--- config.mk ---
export PLATFORM = sky130hd
export DESIGN_NAME = sertx_top
export DESIGN_NICKNAME = d
export VERILOG_FILES = /design/src/rtl/sertx_pkg.sv /design/src/rtl/sertx_hold.sv /design/src/rtl/sertx_tick_timer.sv /design/src/rtl/sertx_shift.sv /design/src/rtl/sertx_top.sv
export SDC_FILE = /design/constraint.sdc
export NUM_CORES = 1
export LEC_CHECK = 0
export BUFFER_PORTS_ARGS = -buffer_cell sky130_fd_sc_hd__clkbuf_2
export CAP_MARGIN = 20
export CORE_ASPECT_RATIO = 1.25
export CORE_MARGIN = 2
export CORE_UTILIZATION = 35
export CTS_CLUSTER_SIZE = 16
export DETAILED_ROUTE_END_ITERATION = 10
export PLACE_DENSITY_LB_ADDON = 0.05
export SYNTH_ARGS = -nofsm -noshare
export SYNTH_HDL_FRONTEND = slang
export SYNTH_SLANG_ARGS = --single-unit
--- constraint.sdc ---
create_clock -name clk -period 3.48 [get_ports clk]
set_input_delay 0.348 -clock clk [delete_from_list [all_inputs] [get_ports clk]]
set_output_delay 0.348 -clock clk [all_outputs]
set_load 0.005 [all_outputs]
--- src/rtl/sertx_pkg.sv ---
package sertx_pkg;

   typedef enum logic [2:0] {
      ST_IDLE  = 3'd0,
      ST_START = 3'd1,
      ST_DATA  = 3'd2,
      ST_PAR   = 3'd3,
      ST_STOP  = 3'd4
   } tx_state_t;

   // Line level for a given frame phase.
   function automatic logic line_level(tx_state_t s, logic data_bit, logic par_bit);
      case (s)
         ST_START: line_level = 1'b0;
         ST_DATA:  line_level = data_bit;
         ST_PAR:   line_level = par_bit;
         default:  line_level = 1'b1;
      endcase
   endfunction

endpackage

--- src/rtl/sertx_hold.sv ---
module sertx_hold #(
   parameter int W = 8
) (
   input  logic         clk,
   input  logic         rst_n,
   input  logic         wr_stb,
   input  logic [W-1:0] wr_data,
   input  logic         take,
   output logic         full,
   output logic [W-1:0] data
);

   logic accept;

   // A write lands when the slot is free or is being emptied this cycle.
   assign accept = wr_stb && (!full || take);

   always_ff @(posedge clk or negedge rst_n) begin
      if (!rst_n) begin
         full <= 1'b0;
         data <= '0;
      end else begin
         if (accept) begin
            full <= 1'b1;
            data <= wr_data;
         end else if (take) begin
            full <= 1'b0;
         end
      end
   end

endmodule

--- src/rtl/sertx_tick_timer.sv ---
module sertx_tick_timer #(
   parameter int CNT_W = 5
) (
   input  logic             clk,
   input  logic             rst_n,
   input  logic             restart,
   input  logic             tick,
   input  logic [CNT_W-1:0] last_cnt,
   output logic             done
);

   logic [CNT_W-1:0] cnt_q;

   assign done = tick && (cnt_q == last_cnt);

   always_ff @(posedge clk or negedge rst_n) begin
      if (!rst_n) begin
         cnt_q <= '0;
      end else if (restart) begin
         cnt_q <= '0;
      end else if (tick) begin
         cnt_q <= done ? '0 : cnt_q + 1'b1;
      end
   end

endmodule

--- src/rtl/sertx_shift.sv ---
module sertx_shift #(
   parameter int MAX_DATA = 8,
   parameter int MIN_DATA = 5,
   parameter int LEN_W    = 2
) (
   input  logic                clk,
   input  logic                rst_n,
   input  logic                load,
   input  logic [MAX_DATA-1:0] din,
   input  logic [LEN_W-1:0]    len,
   input  logic                par_even,
   input  logic                shift,
   output logic                bit_out,
   output logic                par_bit
);

   logic [MAX_DATA-1:0] mask;
   logic [MAX_DATA-1:0] masked;
   logic [MAX_DATA-1:0] sh_q;
   logic                par_q;

   // Bits below the minimum length are always sent; the rest depend on len.
   for (genvar i = 0; i < MAX_DATA; i++) begin : g_mask
      if (i < MIN_DATA) begin : g_fixed
         assign mask[i] = 1'b1;
      end else begin : g_sel
         assign mask[i] = (len >= LEN_W'(i - MIN_DATA + 1));
      end
   end

   assign masked  = din & mask;
   assign bit_out = sh_q[0];
   assign par_bit = par_q;

   always_ff @(posedge clk or negedge rst_n) begin
      if (!rst_n) begin
         sh_q  <= '0;
         par_q <= 1'b0;
      end else if (load) begin
         sh_q  <= masked;
         par_q <= (^masked) ^ ~par_even;
      end else if (shift) begin
         sh_q  <= sh_q >> 1;
      end
   end

endmodule

--- src/rtl/sertx_top.sv ---
module sertx_top
   import sertx_pkg::*;
#(
   parameter int MIN_DATA = 5,
   parameter int MAX_DATA = 8,
   parameter int OVS      = 16,
   parameter bit OUT_REG  = 1'b0,
   localparam int LEN_W   = $clog2(MAX_DATA - MIN_DATA + 1)
) (
   input  logic                clk,
   input  logic                rst_n,
   input  logic                tick,
   input  logic                wr_stb,
   input  logic [MAX_DATA-1:0] wr_data,
   input  logic [LEN_W-1:0]    cfg_len,
   input  logic                cfg_par_en,
   input  logic                cfg_par_even,
   input  logic                cfg_stop_ext,
   output logic                tx_out,
   output logic                busy,
   output logic                hold_empty
);

   localparam int CNT_W = $clog2(2 * OVS);
   localparam int IDX_W = (MAX_DATA > 1) ? $clog2(MAX_DATA) : 1;
   localparam logic [CNT_W-1:0] BIT_LAST  = CNT_W'(OVS - 1);
   localparam logic [CNT_W-1:0] HALF_LAST = CNT_W'(OVS + OVS / 2 - 1);
   localparam logic [CNT_W-1:0] TWO_LAST  = CNT_W'(2 * OVS - 1);

   // Elaboration-time parameter checks
   if (MAX_DATA <= MIN_DATA) begin : g_bad_len
      $error("sertx_top: MAX_DATA must exceed MIN_DATA");
   end
   if (MIN_DATA < 1) begin : g_bad_min
      $error("sertx_top: MIN_DATA must be at least 1");
   end
   if (OVS < 2 || (OVS % 2) != 0) begin : g_bad_ovs
      $error("sertx_top: OVS must be even and at least 2");
   end

   tx_state_t          state_q;
   logic [LEN_W-1:0]   len_q;
   logic               pe_q;
   logic               stx_q;
   logic [IDX_W-1:0]   idx_q;
   logic [IDX_W-1:0]   last_idx;
   logic [CNT_W-1:0]   last_cnt;
   logic               hold_full;
   logic [MAX_DATA-1:0] hold_data;
   logic               launch;
   logic               tdone;
   logic               frame_on;
   logic               data_bit;
   logic               par_bit;
   logic               line_d;

   assign frame_on = (state_q != ST_IDLE);
   assign launch   = hold_full && (!frame_on || (state_q == ST_STOP && tdone));
   assign last_idx = IDX_W'(MIN_DATA - 1) + IDX_W'(len_q);

   // Terminal count of the current phase; only the stop phase varies.
   always_comb begin
      last_cnt = BIT_LAST;
      if (state_q == ST_STOP && stx_q) begin
         last_cnt = (len_q == '0) ? HALF_LAST : TWO_LAST;
      end
   end

   sertx_hold #(.W(MAX_DATA)) u_hold (
      .clk     (clk),
      .rst_n   (rst_n),
      .wr_stb  (wr_stb),
      .wr_data (wr_data),
      .take    (launch),
      .full    (hold_full),
      .data    (hold_data)
   );

   sertx_tick_timer #(.CNT_W(CNT_W)) u_timer (
      .clk      (clk),
      .rst_n    (rst_n),
      .restart  (launch),
      .tick     (tick && frame_on),
      .last_cnt (last_cnt),
      .done     (tdone)
   );

   sertx_shift #(
      .MAX_DATA (MAX_DATA),
      .MIN_DATA (MIN_DATA),
      .LEN_W    (LEN_W)
   ) u_shift (
      .clk      (clk),
      .rst_n    (rst_n),
      .load     (launch),
      .din      (hold_data),
      .len      (cfg_len),
      .par_even (cfg_par_even),
      .shift    (state_q == ST_DATA && tdone),
      .bit_out  (data_bit),
      .par_bit  (par_bit)
   );

   always_ff @(posedge clk or negedge rst_n) begin
      if (!rst_n) begin
         state_q <= ST_IDLE;
         len_q   <= '0;
         pe_q    <= 1'b0;
         stx_q   <= 1'b0;
         idx_q   <= '0;
      end else if (launch) begin
         state_q <= ST_START;
         len_q   <= cfg_len;
         pe_q    <= cfg_par_en;
         stx_q   <= cfg_stop_ext;
         idx_q   <= '0;
      end else if (tdone) begin
         case (state_q)
            ST_START: state_q <= ST_DATA;
            ST_DATA: begin
               if (idx_q == last_idx) begin
                  state_q <= pe_q ? ST_PAR : ST_STOP;
               end else begin
                  idx_q <= idx_q + 1'b1;
               end
            end
            ST_PAR:  state_q <= ST_STOP;
            default: state_q <= ST_IDLE;
         endcase
      end
   end

   assign line_d     = line_level(state_q, data_bit, par_bit);
   assign busy       = hold_full || frame_on;
   assign hold_empty = !hold_full;

   if (OUT_REG) begin : g_out_reg
      logic tx_q;
      always_ff @(posedge clk or negedge rst_n) begin
         if (!rst_n) tx_q <= 1'b1;
         else        tx_q <= line_d;
      end
      assign tx_out = tx_q;
   end else begin : g_out_comb
      assign tx_out = line_d;
   end

endmodule

# == Yosys cells after proc, flatten, opt, wreduce, memory -nomap -nowiden ==
# Index checks and enable logic that the tools add are counted.
# W data, S select, Z words.
# totals
regBits,33
elab_cells,68
# op_classes
n_addsub,3
order_cmp,3
n_eq_ne,8
muxes,19
n_bitwise,3
n_reduce_logical,22
# op_table
operator,count
$mux W3,8
$mux W5,4
$mux W8,2
$reduce_bool A2 Y1,5
$pmux W3 S3,1
$and A8 B8 Y8,1
$reduce_xor A8 Y1,1
$logic_and A1 B1 Y1,7
$eq A3 B2 Y1 const B,2
$add A5 B1 Y5 const B,1
$eq A5 B5 Y1,1
$ge A2 B2 Y1 const B,2
$mux W4,1
$add A3 B1 Y3 const B,1
$add A3 B2 Y3 const A,1
$eq A3 B1 Y1 const B,1
$eq A3 B3 Y1,1
$eq A3 B3 Y1 const B,1
$logic_or A1 B1 Y1,3
$ne A3 B1 Y1 const B,1
$pmux W1 S3,1
$reduce_and A3 Y1,1
$reduce_bool A3 Y1,1
$ge A2 B1 Y1 const B,1
other kinds (7),9

# == Logic depth before layout (Yosys ltp) ==
# depth
ltp_word,11
ltp_mapped,9
mapped_depth_nobuf,6

# == Cells and area by module ==
# From an unflattened synthesis, not the netlist that was laid out.
# hier_totals
cells_unflattened,163
hier_area_um2,1793.0
# modules_own_cells
mod,instances,cells_per_inst,area_each_um2,seq_area_each_um2
sertx_top,1,65,580.6,250.2
sertx_shift,1,47,501.7,225.2
sertx_hold,1,20,377.9,225.2
sertx_tick_timer,1,31,332.8,125.1

# == Worst setup path before layout ==
# Ideal clock, no wire load.
# synth_path
kind,register -> register
start,register state_q[2]
end,register u_shift.sh_q[3]
setup_time_ns,0.125
arrival_time_ns,1.938
t_required_ns,3.355
setup_slack_ns,1.417
stages_incl_launch_ff,9
synth_period_minus_slack_ns,2.063
cell_sequence,dfrtp_1 -> buf_6 -> o31a_1 -> and3_4 -> and4b_1 -> buf_6 -> buf_6 -> mux2_4 -> mux2_2
# synth_between
elab_chain_len,9
word_cells_on_any_way,15
# synth_rtl
item,line,source
"start, declared",sertx_top.sv:41,tx_state_t state_q;
"start signal, assigned",sertx_top.sv:122,state_q <= pe_q ? ST_PAR : ST_STOP;
$eq A3 B3 Y1,"sertx_top.sv:58, sertx_top.sv:64",
$logic_and A1 B1 Y1,sertx_top.sv:64,if (state_q == ST_STOP && stx_q) begin
$mux W5,sertx_top.sv:64,
$eq A5 B5 Y1,sertx_tick_timer.sv:14,assign done = tick && (cnt_q == last_cnt);
$logic_and A1 B1 Y1,sertx_tick_timer.sv:14,
$logic_and A1 B1 Y1,sertx_top.sv:58,assign launch = hold_full && (!frame_on || (state_q == ST_STOP && tdone));
$logic_or A1 B1 Y1,sertx_top.sv:58,
$logic_and A1 B1 Y1,sertx_top.sv:58,
$mux W8 or $reduce_bool A2 Y1 (tied branches),n/a,
"end signal, assigned",sertx_shift.sv:40,sh_q <= masked;
"end signal, assigned",sertx_shift.sv:43,sh_q <= sh_q >> 1;
"end, declared",sertx_shift.sv:19,logic [MAX_DATA-1:0] sh_q;
# Several ways; a longest one is shown, not always the timed one.
# A chain may end at the register's enable or synchronous reset.

# == Worst setup path in the final report ==
# layout_path
start,register state_q[0]
end,register u_shift.sh_q[1]
# The elaborated chain is that of the path after synthesis.

==> reports/qor.csv <==
metric,value,unit
full die area,0.00562,sq mm
HP Class,in2async,
Worst Setup Path Type,reg2reg,
first-pass GRT wire length,6.67,mm
Final ANT Viol Nets,0,
global routing's busiest layer,met2,
clk_skew,0.00400,ns
Worst Tran Pin Value,0.836,ns
vias in the first global route,1376,
IO Count,20,
RR Startpoint,state_q[0]$_DFFE_PN0P_,
minimum clock period,2.65,ns
CTS tree,built,
Clock H-tree levels,2,
GRT Total Usage,15.8,%
Critical Path Fanout Max,14,
fin nets,210,
Bufs on Longest Clock Path,2,
clk slew on worst S/H paths,0.07,ns
share of layout cells above drive strength 1,22.4,%
Post-route DRC,0,
P&R area growth vs syn,13.1,%
most frequent cells in the layout,"dfrtp_1 (33), nand2_1 (25), clkbuf_2 (19), mux2_2 (12)",
met2 Usage GRT,25.7,%
max-slew violations,0,
Slew HR,44.3,%
Die Height,83.3,microns
hold_buf cts,0,
Worst R2R End,u_shift.sh_q[1]$_DFFE_PN0P_,
final wirelength,3.82,mm
CTS-repair resized insts,0,
register area share after synthesis,46.9,%
via/cell ratio,5.15,
FILL cells,490,
asr flop ratio synth,100,%
Root Buffer,clkbuf_8,
post-synth cell types,37,
Crit. End Element,flip-flop,
Final Cycle Share,76.2,%
startpoint types,flip-flop,
IO Port Bufs,19,
Final Hold Fails,0,
"Avg Cell Area, Syn",10.2,sq um
clk sinks,33,
"Arr. time, crit path",2.82,ns
Placer Congestion,0.716,
fin util,41.5,%
xor/xnor cell area share of the yosys netlist,7.46,%
Setup Buffers After CTS,0,
met3 usage,4.47,%
grt ovf,0,
cell row count,28,
"Req. time, crit path",3.65,ns
global routing usage on met1,20.1,%
initial antenna violation count,0,
Vias,1299,
Fin Setup TNS,0,ns
Compound-Gate Fraction of Synth Area,10.1,%
Pleak,0.000870,uW
Max Cap Violations,0,
Die X,67.4,microns
adder-cell share of the synthesized area,1.42,%
Synth Warn #,0,
drt pass-1 iters,4,
Synth Cell Area,0.00176,sq mm
CTS buffer count,5,
ys flop type,dfrtp_1,
final number of setup-violating endpoints,0,
Post-Synth Simple-Gate Area,18.1,%
routed len/inst,15.1,microns
VDD IR-drop max,0.279,mV
Final HPWL DP,2.85,mm
status,"complete, no violations",
#FFs+latches synth,33,
Mapped Nets,192,
Post-synth EDFFs,0,
DRT iter0 DRCs,32,
mux cell area share after synthesis,11.7,%
"commonest non-fill, non-tap cell in the layout",dfrtp_1,
RSZ-0062 raised after global routing,no,
Mapped Cells,173,
Max Fclk,377,MHz
Worst Reg-to-Reg Cells,7,
antenna fix cells,0,
largest net degree at the start of global routing,34,
clk_lat worst skew,0.28,ns
Initial Util,36.7,%
Power per Cell Area,733,mW/mm^2
worst reg2reg setup slack,0.83,ns
largest family of logic cells by synthesized area,simple AND/OR/NAND/NOR gates,
CORE AREA,0.00480,sq mm
routing by layer:
metal | up-vias | wire length [microns]
li1 | 646 | -
met1 | 624 | 1640
met2 | 24 | 1970
met3 | 5 | 160
met4 | 0 | 48
met5 | - | 0
sequential cells by signal, indices dropped and copies added, names as in the netlist:
name and flops:
u_hold.data 8, u_shift.sh_q 8, u_timer.cnt_q 5, idx_q 3, state_q 3, len_q 2, pe_q 1, stx_q 1
u_hold.full 1, u_shift.par_bit 1
critical path, stage by stage, from the launching register on:
cell	delay, ns
dfrtp_1	0.48
nand4bb_1	0.29
nor4_1	0.22
o21ai_1	0.14
o21a_1	0.21
nor2_1	0.49
buf_4	0.34
mux2_2	0.36
Yosys cell counts (all sizes together) (3+ instances only):
library cell	count	area share (%)
o21ai	13	3.7
dfrtp	33	47
mux2i	3	1.7
nor3	3	0.85
nand4	9	3.2
buf	7	3.2
nand2	25	5.3
nand3	5	1.4
xor2	7	3.5
mux2	15	10
o22ai	3	1.1
inv	3	0.64
nand2b	3	1.1
nor2	11	2.3
xnor2	8	4.0
a21oi	3	0.85
per-stage QoR:
step	hold slack (ns)	cell area, sq um	worst slack (ns)	cells	total power, uW
after floorplan	0.0524	1760	1.42	173	994
after global placement	0.479	1870	0.988	244	1090
after detailed placement	0.496	1870	0.844	244	1100
after CTS	0.190	1990	0.829	252	1480
after global routing	0.223	1990	0.591	252	1580
final	0.158	1990	0.827	252	1460
cells by family (layout without fill, tap and decap cells):
family / Yosys count / in the layout
and+or+nand+nor: 64 / 64
DFF: 33 / 33
AOI/OAI and AO/OA: 29 / 29
muxes: 18 / 18
xor gates and xnor gates: 15 / 15
buffers and inverters: 12 / 31
adders and majority gates: 2 / 2
worst max path at each step:
stage | cells after the start | slack (ns) | start | end
floorplan | 8 | 1.42 | state_q[2]$_DFFE_PN0P_ | u_shift.sh_q[3]$_DFFE_PN0P_
detailed placement | 7 | 0.84 | state_q[0]$_DFFE_PN0P_ | u_shift.sh_q[1]$_DFFE_PN0P_
global placement | 7 | 0.99 | state_q[0]$_DFFE_PN0P_ | u_shift.sh_q[4]$_DFFE_PN0P_
global route | 7 | 0.59 | state_q[0]$_DFFE_PN0P_ | u_shift.sh_q[1]$_DFFE_PN0P_
CTS | 7 | 0.83 | state_q[0]$_DFFE_PN0P_ | u_shift.sh_q[1]$_DFFE_PN0P_
finish | 7 | 0.83 | state_q[0]$_DFFE_PN0P_ | u_shift.sh_q[1]$_DFFE_PN0P_
layout make-up:
class,count,area [sq um],share of cell area (%)
Inverter,3,11.3,0.566
Sequential cell,33,826,41.5
Multi-Input combinational cell,128,860,43.2
Timing Repair Buffer,20,103,5.15
Clock buffer,7,86.3,4.34
Clock inverter,1,30.0,1.51
Tap cell,60,75.1,3.77
report_power, final:
| part | switching [uW] | total, uW | internal, uW | leakage (uW) |
|---|---|---|---|---|
| clock network | 139 | 373 | 233 | 0.0000585 |
| logic | 218 | 445 | 227 | 0.000394 |
| registers | 138 | 642 | 504 | 0.000418 |
| total | 495 | 1460 | 964 | 0.000870 |
(Power assumes the default switching activity.)
